## src/rtl/sser_pkg.sv

```systemverilog
package sser_pkg;

    localparam int DATA_W    = 8;
    localparam int BIT_CNT_W = $clog2(DATA_W);
    localparam int SEL_W     = 2;
    localparam int MAX_SHIFT = 2;
    localparam int HC_W      = MAX_SHIFT;
    localparam int SYNC_LEN  = 2;

    typedef enum logic [SEL_W-1:0] {
        DIV_BY2     = 2'b00,
        DIV_BY4     = 2'b01,
        DIV_BY8     = 2'b10,
        DIV_BY8_ALT = 2'b11
    } div_sel_e;

    typedef struct packed {
        logic rise;
        logic fall;
    } sk_edge_t;

    function automatic logic [HC_W-1:0] half_limit(input div_sel_e sel);
        int sh;
        sh = (int'(sel) > MAX_SHIFT) ? MAX_SHIFT : int'(sel);
        return HC_W'((1 << sh) - 1);
    endfunction

endpackage

```

## src/rtl/sser_clkgen.sv

```systemverilog
module sser_clkgen
    import sser_pkg::*;
#(
    parameter int HW = HC_W
) (
    input  logic          clk,
    input  logic          rst,
    input  logic          run,
    input  logic [HW-1:0] limit,
    output logic          sk,
    output sk_edge_t      strobe
);

    logic [HW-1:0] hc;
    logic          tick;

    assign tick = run && (hc == limit);

    always_comb begin
        strobe.rise = tick && !sk;
        strobe.fall = tick && sk;
    end

    always_ff @(posedge clk) begin
        if (rst || !run) begin
            hc <= '0;
            sk <= 1'b0;
        end else if (tick) begin
            hc <= '0;
            sk <= !sk;
        end else begin
            hc <= hc + 1'b1;
        end
    end

endmodule

```

## src/rtl/sser_sync.sv

```systemverilog
module sser_sync
    import sser_pkg::*;
#(
    parameter int STAGES = SYNC_LEN
) (
    input  logic     clk,
    input  logic     rst,
    input  logic     sk_raw,
    input  logic     si_raw,
    output sk_edge_t strobe,
    output logic     si_s
);

    logic [STAGES:0]   sk_pipe;
    logic [STAGES-1:0] si_pipe;

    always_ff @(posedge clk) begin
        if (rst) begin
            sk_pipe <= '0;
            si_pipe <= '0;
        end else begin
            sk_pipe <= {sk_pipe[STAGES-1:0], sk_raw};
            si_pipe <= {si_pipe[STAGES-2:0], si_raw};
        end
    end

    always_comb begin
        strobe.rise = sk_pipe[STAGES-1] && !sk_pipe[STAGES];
        strobe.fall = !sk_pipe[STAGES-1] && sk_pipe[STAGES];
    end

    assign si_s = si_pipe[STAGES-1];

endmodule

```

## src/rtl/sser_shifter.sv

```systemverilog
module sser_shifter
    import sser_pkg::*;
#(
    parameter int DW = DATA_W,
    parameter int CW = BIT_CNT_W
) (
    input  logic          clk,
    input  logic          rst,
    input  logic          load_we,
    input  logic [DW-1:0] load_data,
    input  logic          start,
    input  sk_edge_t      strobe,
    input  logic          si_bit,
    output logic [DW-1:0] sreg,
    output logic          busy,
    output logic          done
);

    localparam logic [CW-1:0] LAST_BIT = CW'(DW - 1);

    logic [CW-1:0] bit_cnt;
    logic          cap;

    always_ff @(posedge clk) begin
        if (rst) begin
            sreg    <= '0;
            bit_cnt <= '0;
            cap     <= 1'b0;
            busy    <= 1'b0;
            done    <= 1'b0;
        end else begin
            done <= 1'b0;
            if (!busy) begin
                if (load_we) sreg <= load_data;
                if (start) begin
                    busy    <= 1'b1;
                    bit_cnt <= '0;
                end
            end else begin
                if (strobe.rise) cap <= si_bit;
                if (strobe.fall) begin
                    sreg    <= {sreg[DW-2:0], cap};
                    bit_cnt <= bit_cnt + 1'b1;
                    if (bit_cnt == LAST_BIT) begin
                        busy <= 1'b0;
                        done <= 1'b1;
                    end
                end
            end
        end
    end

endmodule

```

## src/rtl/sser_port.sv

```systemverilog
module sser_port
    import sser_pkg::*;
(
    input  logic              clk,
    input  logic              rst,
    input  logic              master_mode,
    input  logic [SEL_W-1:0]  div_sel,
    input  logic              irq_en,
    input  logic              load_we,
    input  logic [DATA_W-1:0] load_data,
    input  logic              start,
    output logic [DATA_W-1:0] rd_data,
    output logic              busy,
    output logic              done,
    output logic              irq,
    output logic              so,
    input  logic              si,
    input  logic              sk_in,
    output logic              sk_out,
    output logic              sk_oe
);

    logic      mode_q;
    div_sel_e  div_q;
    sk_edge_t  m_strobe, s_strobe, strobe;
    logic      si_sync, si_bit, m_sk;
    logic [HC_W-1:0] limit;

    always_ff @(posedge clk) begin
        if (rst) begin
            mode_q <= 1'b0;
            div_q  <= DIV_BY2;
        end else if (start && !busy) begin
            mode_q <= master_mode;
            div_q  <= div_sel_e'(div_sel);
        end
    end

    assign limit = half_limit(div_q);

    sser_clkgen #(.HW(HC_W)) u_clkgen (
        .clk    (clk),
        .rst    (rst),
        .run    (busy && mode_q),
        .limit  (limit),
        .sk     (m_sk),
        .strobe (m_strobe)
    );

    sser_sync #(.STAGES(SYNC_LEN)) u_sync (
        .clk    (clk),
        .rst    (rst),
        .sk_raw (sk_in),
        .si_raw (si),
        .strobe (s_strobe),
        .si_s   (si_sync)
    );

    assign strobe = mode_q ? m_strobe : s_strobe;
    assign si_bit = mode_q ? si : si_sync;

    sser_shifter #(.DW(DATA_W), .CW(BIT_CNT_W)) u_shifter (
        .clk       (clk),
        .rst       (rst),
        .load_we   (load_we),
        .load_data (load_data),
        .start     (start),
        .strobe    (strobe),
        .si_bit    (si_bit),
        .sreg      (rd_data),
        .busy      (busy),
        .done      (done)
    );

    assign so     = rd_data[DATA_W-1];
    assign irq    = done && irq_en;
    assign sk_out = m_sk && mode_q;
    assign sk_oe  = busy && mode_q;

endmodule

```

## config.mk

```make
export PLATFORM = sky130hd
export DESIGN_NAME = sser_port
export DESIGN_NICKNAME = d
export VERILOG_FILES = /design/src/rtl/sser_pkg.sv /design/src/rtl/sser_clkgen.sv /design/src/rtl/sser_sync.sv /design/src/rtl/sser_shifter.sv /design/src/rtl/sser_port.sv
export SDC_FILE = /design/constraint.sdc
export NUM_CORES = 1
export LEC_CHECK = 0
export ABC_CLOCK_PERIOD_IN_PS = 1710
export BUFFER_PORTS_ARGS = -buffer_cell sky130_fd_sc_hd__buf_2
export CAP_MARGIN = 15
export CORE_ASPECT_RATIO = 1.2
export CORE_MARGIN = 5
export CORE_UTILIZATION = 30
export CTS_CLUSTER_DIAMETER = 40
export DETAILED_ROUTE_END_ITERATION = 12
export MAX_ROUTING_LAYER = met4
export SYNTH_ARGS = -nofsm -noshare
export SYNTH_HDL_FRONTEND = slang
export SYNTH_SLANG_ARGS = --single-unit
```

## constraint.sdc

```tcl
create_clock -name clk -period 1.71 [get_ports clk]
set_input_delay 0.0855 -clock clk [delete_from_list [all_inputs] [get_ports clk]]
set_output_delay 0.0855 -clock clk [all_outputs]
set_load 0.05 [all_outputs]
```

==> impl_metrics.yaml <==
routing:
  wl_met1_um: 1137
  first_iter_violations: 53
  vias: 1032
  via_per_inst: 4.891
  drtPass1Iterations: 4
  dr_wl_met3_um: 157
  drc: 0
  routed.top_layer: "met4"
  route.antenna.remaining_nets: 0
  wire_per_inst_um: 11.99
  wl_um: 2530
  wl_met2_um: 1190
setup_path:
  critical_path_class: "reg -> reg"
  ff2ff_setup_slack_ps: 110
  critPathArrivalTime_ps: 1760
  required_ps: 1870
  endpoint_kind: "flop"
  r2r_cells: 5
  cp-start-kind: "flop"
  cp_max_fo: 10
  timing.rr.start: "u_shifter.busy"
  r2r_end: "u_shifter.sreg[3]"
clocking:
  h-tree-depth: 1
  cts_buffers: 3
  root_buffer: "clkbuf_8"
  cts.path.max_buffers: 2
  cts_tree: "built"
  cts.clk_slew.worst_paths_ps: 80
  cts_setup_buffers: 0
  post_cts_resize_count: 0
  clkLatencyLatePin_ps: 260
  hold_buffers: 0
  clock-sinks: 25
cells_and_area:
  layout.cells.non_filler: 211
  layout-drive-gt1-share: 0.2830
  area_delta_synth_final_pct: 23.23
  final_util: 0.3859
  antennaDiodeCount: 0
  multiInputGateArea_um2: 603.1
  regArea_um2: 504.2
  nets: 180
  fill_cells: 406
power:
  power_density_nw_per_um2: 878.9
  p_leak_uw: 0.0006707
  ir_worst_vdd_mv: 0.4982
sta:
  fin_crit_ps: 1598
  rsz0062_at_grt: "false"
  fin_setup_tns_ps: 0
  layout_setup_ws_ps: 111.8
  setup_viol: 0
  period_share: 0.9346
  clock_skew_ps: 3.709
  relSlewSlack: 0.7299
  fmax_mhz: 625.7
  hold_viol_final: 0
  worst_pin_slew_ps: 403.9
  finalMaxSlewViolations: 0
hold_path:
  whs_path_depth: 2
  hold_path.class: "in -> reg"
  worstHoldStart: "sk_in"
  min_to: "u_sync.sk_pipe[0]"
logic_synthesis:
  synth_fp_nets: 147
  synthTopCellsByCount: "dfxtp_1 (25), nor2_1 (22), nand2_1 (9), nor3_1 (9), a22o_1 (8)"
  yosys_most_used_dff: "dfxtp_1"
  synth_cells: 127
  ys_async_sr_fraction: 0
  synth_most_common_cell: "dfxtp_1"
  synth-seq-area-share: 0.4362
  synth_warnings: 0
  synth.distinct_cells: 29
  synth_area_um2: 1147
  synth_top_area_frac: 0.4362
  synth-edff-count: 0
  synth.area.top_cells: "dfxtp_1 (44%), nor2_1 (7.2%), a22o_1 (6.1%)"
  yosys.area.top_type: "dfxtp_1"
  ys_ff_latch: 25
  avgSynthCellArea_um2: 9.034
floorplan:
  rows: 24
  die_h_um: 77.75
  dieArea_um2: 5167
  io_pins: 32
  core-area_um2: 3664
  die_w_um: 66.46
  initial_core_util: 0.3132
placed_design:
  gp_congestion: 0.8597
  place_ws_ps: 132.5
  portBuffers: 31
  dp_hpwl_um: 1959
  dp_cells: 207
grt:
  antenna_found_initial: 0
  grt_pass1_wl_um: 4326
  first_global_vias: 1020
  grt_max_degree: 33
  grt_overflow: 0
  grt_use_total: 0.1078
status:
  status: "completed"
run:
  maxCapViolations: 0
==> kinds of logic after synthesis <==
group,Yosys count,share of synthesized area
simple gates,56,0.2421
buf+inv,10,0.03817
mux,5,0.04798
compound gates,26,0.1908
flops,25,0.4362
xor+xnor,3,0.02290
fa+ha+maj,2,0.02181
==> report_power, final <==
part / switching (uW) / internal, uW
registers: 25.4 / 615
logic: 178 / 90.3
clock network: 168 / 166
==> layout by cell type (no fill, tap or decap), types with 3 or more instances in the layout <==
master / n
buf_2: 31
dfxtp_1: 24
nor2_1: 22
nand2_1: 9
nor3_1: 9
a22o_1: 8
o31ai_1: 7
nor2b_1: 5
nor3b_1: 4
mux2i_1: 4
buf_4: 4
inv_1: 3
xnor2_1: 3
clkbuf_8: 3
==> worst max path at each step <==
stage	from	cells after the start	slack (ps)	endpoint
2_1_floorplan	u_shifter.busy	6	40	u_shifter.sreg[3]
3_3_place_gp	u_shifter.busy	5	170	u_shifter.sreg[3]
3_5_place_dp	u_shifter.busy	5	130	u_shifter.sreg[3]
4_1_cts	u_shifter.busy	5	100	u_shifter.sreg[3]
5_1_grt	mode_q	6	20	u_shifter.bit_cnt[0]
6_report	u_shifter.busy	5	110	u_shifter.sreg[3]
==> state kept, by name, summed over array words and instances (netlist names) <==
name / cells
u_shifter.sreg: 8
u_sync.si_pipe: 2
mode_q: 1
u_shifter.cap: 1
u_shifter.bit_cnt: 3
u_shifter.done: 1
u_clkgen.hc: 2
u_clkgen.sk: 1
div_q: 2
u_shifter.busy: 1
u_sync.sk_pipe: 3
==> per-stage QoR <==
stage          instance area (um^2)  hold WS (ps)  total power, uW
2_1_floorplan                  1151         213.7            852.7
6_report                       1414         25.78             1243
3_5_place_dp                   1369         303.0            925.1
5_1_grt                        1414         22.70             1315
4_1_cts                        1414         19.40             1266
3_3_place_gp                   1369         305.4            920.9
==> critical path, cell delays in order, from the launching register on <==
cell and delay, ps:
dfxtp_4 400, and4bb_2 270, a22oi_4 110, o21ai_2 310, o21ai_0 150, a22o_1 240
==> layer usage <==
layer	vias up	GRT usage
li1	515	-
met1	481	0.1317
met2	31	0.1668
met3	5	0.02890
met4	0	0.04268
met5	-	-
==> cell type report <==
class,count,share of cell area
inverter,3,0.007965
multi-input combinational,92,0.4265
clock buffer,4,0.03186
timing repair buffer,35,0.1310
sequential,25,0.3566
tap,52,0.04602
(Power assumes the default switching activity.)
